### src/rtl/tlight_pkg.sv
package tlight_pkg;
   localparam int STEP_W = 3;
   localparam int NUM_STEPS = 1 << STEP_W;

   typedef struct packed {
      logic red;
      logic yel;
      logic grn;
   } lamp_t;

   localparam lamp_t LAMP_AT_RESET = '{red: 1'b1, yel: 1'b0, grn: 1'b0};
endpackage

### src/rtl/tl_prescale.sv
module tl_prescale #(
   parameter int DIV = 8
) (
   input  logic clk,
   input  logic rst,
   input  logic en,
   output logic tick
);
   localparam int W = (DIV > 1) ? $clog2(DIV) : 1;

   generate
      if (DIV < 1) begin : g_bad
         $error("tl_prescale: DIV must be at least 1");
      end
      if (DIV == 1) begin : g_pass
         assign tick = en;
      end else begin : g_cnt
         localparam logic [W-1:0] LAST = W'(DIV - 1);
         logic [W-1:0] cnt;

         always_ff @(posedge clk) begin
            if (rst)
               cnt <= '0;
            else if (en)
               cnt <= (cnt == LAST) ? '0 : cnt + 1'b1;
         end

         assign tick = en && (cnt == LAST);


         cnt_range_chk: assert property (@(posedge clk) disable iff (rst)
            cnt <= LAST);


         cnt_hold_chk: assert property (@(posedge clk) disable iff (rst)
            !en |=> $stable(cnt));
      end
   endgenerate
endmodule

### src/rtl/tl_stepcnt.sv
module tl_stepcnt
   import tlight_pkg::*;
(
   input  logic              clk,
   input  logic              rst,
   input  logic              adv,
   input  logic              en,
   output logic [STEP_W-1:0] step
);
   always_ff @(posedge clk) begin
      if (rst)
         step <= '0;
      else if (adv)
         step <= step + 1'b1;
   end


   step_adv_chk: assert property (@(posedge clk) disable iff (rst)
      !adv |=> $stable(step));


   step_hold_chk: assert property (@(posedge clk) disable iff (rst)
      !en |=> $stable(step));
endmodule

### src/rtl/tl_lampdec.sv
module tl_lampdec
   import tlight_pkg::*;
(
   input  logic              clk,
   input  logic              rst,
   input  logic [STEP_W-1:0] step,
   output lamp_t             lamps
);
   logic  q0, q1, q2;
   lamp_t nxt;

   assign q0 = step[0];
   assign q1 = step[1];
   assign q2 = step[2];

   always_comb begin
      nxt.red = ~q2;
      nxt.yel = q1 & (q2 | q0);
      nxt.grn = q2;
   end

   always_ff @(posedge clk) begin
      if (rst)
         lamps <= LAMP_AT_RESET;
      else
         lamps <= nxt;
   end


   lamp_lit_chk: assert property (@(posedge clk) disable iff (rst)
      (lamps.red | lamps.yel | lamps.grn) && !(lamps.red && lamps.grn));


   grn_after_ry_chk: assert property (@(posedge clk) disable iff (rst)
      $rose(lamps.grn) |-> $past(lamps.red && lamps.yel));


   red_after_yg_chk: assert property (@(posedge clk) disable iff (rst)
      $rose(lamps.red) |-> $past(lamps.yel && lamps.grn));
endmodule

### src/rtl/traffic_seq.sv
module traffic_seq
   import tlight_pkg::*;
#(
   parameter int DIV = 8
) (
   input  logic clk,
   input  logic rst,
   input  logic run_en,
   output logic lamp_red,
   output logic lamp_yel,
   output logic lamp_grn
);
   generate
      if (STEP_W != 3) begin : g_bad_w
         $error("traffic_seq: lamp decode assumes a 3-bit step counter");
      end
   endgenerate

   logic              tick;
   logic [STEP_W-1:0] step;
   lamp_t             lamps;

   tl_prescale #(.DIV(DIV)) u_pre (
      .clk  (clk),
      .rst  (rst),
      .en   (run_en),
      .tick (tick)
   );

   tl_stepcnt u_step (
      .clk  (clk),
      .rst  (rst),
      .adv  (tick),
      .en   (run_en),
      .step (step)
   );

   tl_lampdec u_dec (
      .clk   (clk),
      .rst   (rst),
      .step  (step),
      .lamps (lamps)
   );

   assign lamp_red = lamps.red;
   assign lamp_yel = lamps.yel;
   assign lamp_grn = lamps.grn;


   frozen_lamps_chk: assert property (@(posedge clk) disable iff (rst)
      (!run_en && !$past(run_en)) |=> $stable({lamp_red, lamp_yel, lamp_grn}));


   reset_red_chk: assert property (@(posedge clk)
      rst |=> (lamp_red && !lamp_yel && !lamp_grn));
endmodule

### config.mk
export PLATFORM = sky130hd
export DESIGN_NAME = traffic_seq
export DESIGN_NICKNAME = d
export VERILOG_FILES = /design/src/rtl/tlight_pkg.sv /design/src/rtl/tl_prescale.sv /design/src/rtl/tl_stepcnt.sv /design/src/rtl/tl_lampdec.sv /design/src/rtl/traffic_seq.sv
export SDC_FILE = /design/constraint.sdc
export NUM_CORES = 1
export LEC_CHECK = 0
export BUFFER_PORTS_ARGS = -buffer_cell sky130_fd_sc_hd__clkbuf_2
export CAP_MARGIN = 20
export CORE_AREA = 2 2 39 41
export CTS_BUF_LIST = sky130_fd_sc_hd__clkbuf_4
export DETAILED_ROUTE_END_ITERATION = 8
export DIE_AREA = 0 0 41 43
export GPL_TIMING_DRIVEN = 0
export PLACE_DENSITY = 0.51
export SYNTH_ARGS = -nofsm -noshare
export SYNTH_HDL_FRONTEND = slang
export SYNTH_HIERARCHICAL = 1
export SYNTH_SLANG_ARGS = --single-unit
### constraint.sdc
create_clock -name clk -period 1.9 [get_ports clk]
set_clock_uncertainty 0.15 [all_clocks]
set_input_delay 0.38 -clock clk [delete_from_list [all_inputs] [get_ports clk]]
set_output_delay 0.38 -clock clk [all_outputs]
set_load 0.01 [all_outputs]
==> impl_metrics.ini <==
[routing]
via_count = 250
top_layer_reached_by_signal_wires = met3
detail_route.vias_per_cell = 4.39
dr.pass1.iters = 3
dr_wl_met2_um = 311
dr.first_iter.drc_count = 1
drcViolationCount = 0
postRouteWirelength_um = 586
detail-route-antenna-nets = 0
wl_met3_um = 35
routedLengthMet1_um = 240
wire_per_inst_um = 10.3

[setup_path]
critical_path.top_delay_family = flip-flops
critPathLaunchType = flop
r2r_cells = 5
critical_path_arrival_ps = 1520
criticalPathCategory = reg2reg
critical_path.most_common_cell = ha_1
path_buf_inv = 0
setup.reg_to_reg.worst_slack_ps = 370
critical-path-max-stage-delay_ps = 370
cpMaxStageDelayCell = dfxtp_1
worst-path-max-fanout = 4
worstReg2RegStart = u_pre/g_cnt.cnt[0]
critical_path.endpoint_type = flop
crit_chain = ha_1 -> ha_1 -> and2_1 -> mux2i_1 -> nor2_1
worst_ep_required_time_ps = 1890
setup.worst_path.start = u_pre/g_cnt.cnt[0]
timing.rr.end = u_step/step[1]

[global_routing]
grt_first_pass_wirelength_um = 1080
grt_pass1_vias = 251
grt.overflow.total = 0
grt_max_degree = 9
grt_antenna_before_repair = 0
grt_util_all_layers_pct = 10.4

[die]
rows = 14
io_pins = 6
die_width_um = 41
die_h_um = 43
core-area_um2 = 1380
floorplan.initialDensity_pct = 26.2
die_footprint_um2 = 1760

[timing]
layout_min_cycle_time_ps = 1530
final_max_slew_viol_count = 0
worst_slew_margin_rel_pct = 86.1
hold_viol_final = 0
setup_viol = 0
max_freq_ghz = 0.653
timing.setup.tns_ps = 0
worstMarginPinSlew_ps = 208
final.period_utilization_pct = 80.6
rsz0062_at_grt = no

[yosys]
synth.yosys.warnings = 6
synth-seq-cells = 9
synthesis.nets = 38
netlist_instances = 32
synthesized_area_um2 = 363
synth_area_leaders = dfxtp_1 (50%), ha_1 (10%), mux2i_1 (5.5%)
synth.distinct_cells = 15
synth_top_cells_by_count = dfxtp_1 (9), nor2_1 (4), ha_1 (3)
ys_async_sr_fraction_pct = 0
synthesis.area_per_instance_um2 = 11.3
edff_count_synth = 0
synthDominantCellAreaShare_pct = 49.7
synthMostInstantiatedCell = dfxtp_1
synth_ff_type = dfxtp_1
seq_area_frac_synth_pct = 49.7
yosys.area.top_type = dfxtp_1

[pwr]
netSwitchingFraction_pct = 20.0
max-vdd-ir-drop_mv = 0.304
power.net_switching_uw = 73.8
leak_pwr_uw = 0.000182
part_of_the_total_power_dissipated_in_combinational_logic_pct = 4.5
finalPower_uw = 368
power_frac_clock_pct = 42.6
power-per-cell-area_nw_per_um2 = 841
power.sequential.fraction_pct = 52.8
cell_internal_pwr_uw = 294

[cells_and_area]
nNetsFinal = 48
postLayoutCoreUtil_pct = 31.6
syn2layout_area_growth_pct = 20.7
diodes = 0
share_of_layout_cells_above_drive_strength_1_pct = 31.7

[clocking]
tritoncts = built
post-cts-setup-buffer-count = 0
cts.sinks = 9
cts-buffers-inserted = 3
cts.repair.resized = 0
clkSlewWorstSetupHoldPaths_ps = 60
cts.path.max_buffers = 2
clock_root_cell = clkbuf_4
cts.htree.levels = 1
cts_hold_repair.buffers = 0
worstSkewPairLatency_ps = 250

[hold_path]
hold_path.startpoint = rst
hold_path_depth = 2
hold_end = u_pre/g_cnt.cnt[0]
min_delay_worst_type = in2reg

[outcome]
outcome = finished clean

[placed_design]
place_hpwl_um = 456
numPortBuffers = 5
gpl.final_weighted_congestion = 0.583

[run]
max_cap_violations = 0
==> area by class of cell <==
class	count	area, um^2
fill	151	946
multi-input combinational	22	179
clock buffer	4	30.0
sequential	9	180
tap	16	20.0
inverter	1	3.75
timing repair buffer	5	25.0
==> stage by stage <==
stage                     std cells  hold WS (ps)  cell area (um^2)  setup WS (ps)
final                            57           272               438            368
after global routing             57           270               438            305
after CTS                        57           258               438            401
after detailed placement         53           336               408            407
after global placement           53           309               408            477
after floorplan                  32           292               363            530
==> flip-flops by register name (all words and copies together), names as in the netlist <==
signal / count
u_dec/lamps: 3
u_pre/g_cnt.cnt: 3
u_step/step: 3
==> power by group through the flow <==
stage | clock network, uW | logic (uW) | registers, uW
final | 157 | 16.6 | 195
after global routing | 181 | 18.9 | 195
after detailed placement | 0 | 17.0 | 199
after floorplan | 0 | 8.25 | 198
after global placement | 0 | 14.5 | 198
after CTS | 166 | 17.1 | 194
==> placed cells by master (no fill, tap or decap) <==
cell / synthesis / layout
a21bo_2: 1 / 1
a21oi_1: 2 / 2
a21oi_2: 1 / 1
and2_1: 1 / 1
clkbuf_2: 0 / 5
clkbuf_4: 0 / 4
dfxtp_1: 9 / 9
ha_1: 3 / 3
inv_1: 1 / 1
mux2i_1: 2 / 2
nand2b_1: 2 / 2
nand3b_1: 2 / 2
nor2_1: 4 / 4
nor2b_4: 1 / 1
nor3b_2: 1 / 1
or3b_1: 1 / 1
xnor2_1: 1 / 1
==> metal layers <==
layer | vias to the layer above | GRT usage [%]
met3 | 0 | 7.85
met2 | 6 | 13.1
met5 | - | 0
met4 | 0 | 10.0
li1 | 130 | -
met1 | 114 | 10.1
==> how the worst max path moves through the flow <==
stage | end | slack [ps] | cells after the start
2_1_floorplan | u_step/step[2] | 530 | 5
3_3_place_gp | u_step/step[2] | 480 | 5
3_5_place_dp | u_step/step[1] | 410 | 5
4_1_cts | u_step/step[2] | 400 | 5
5_1_grt | u_step/step[1] | 310 | 5
6_report | u_step/step[1] | 370 | 5
==> logic make-up (layout without fill, tap and decap cells) <==
kind of cell	Yosys count	count (layout)	synth area share [%]
AOI/OAI and AO/OA	4	4	7.93
xor gates and xnor gates	1	1	2.41
adders and majority gates	3	3	10.3
buffers and inverters	1	10	1.03
DFF	9	9	49.7
muxes	2	2	5.52
and+or+nand+nor	12	12	23.1
(Power assumes the default switching activity.)
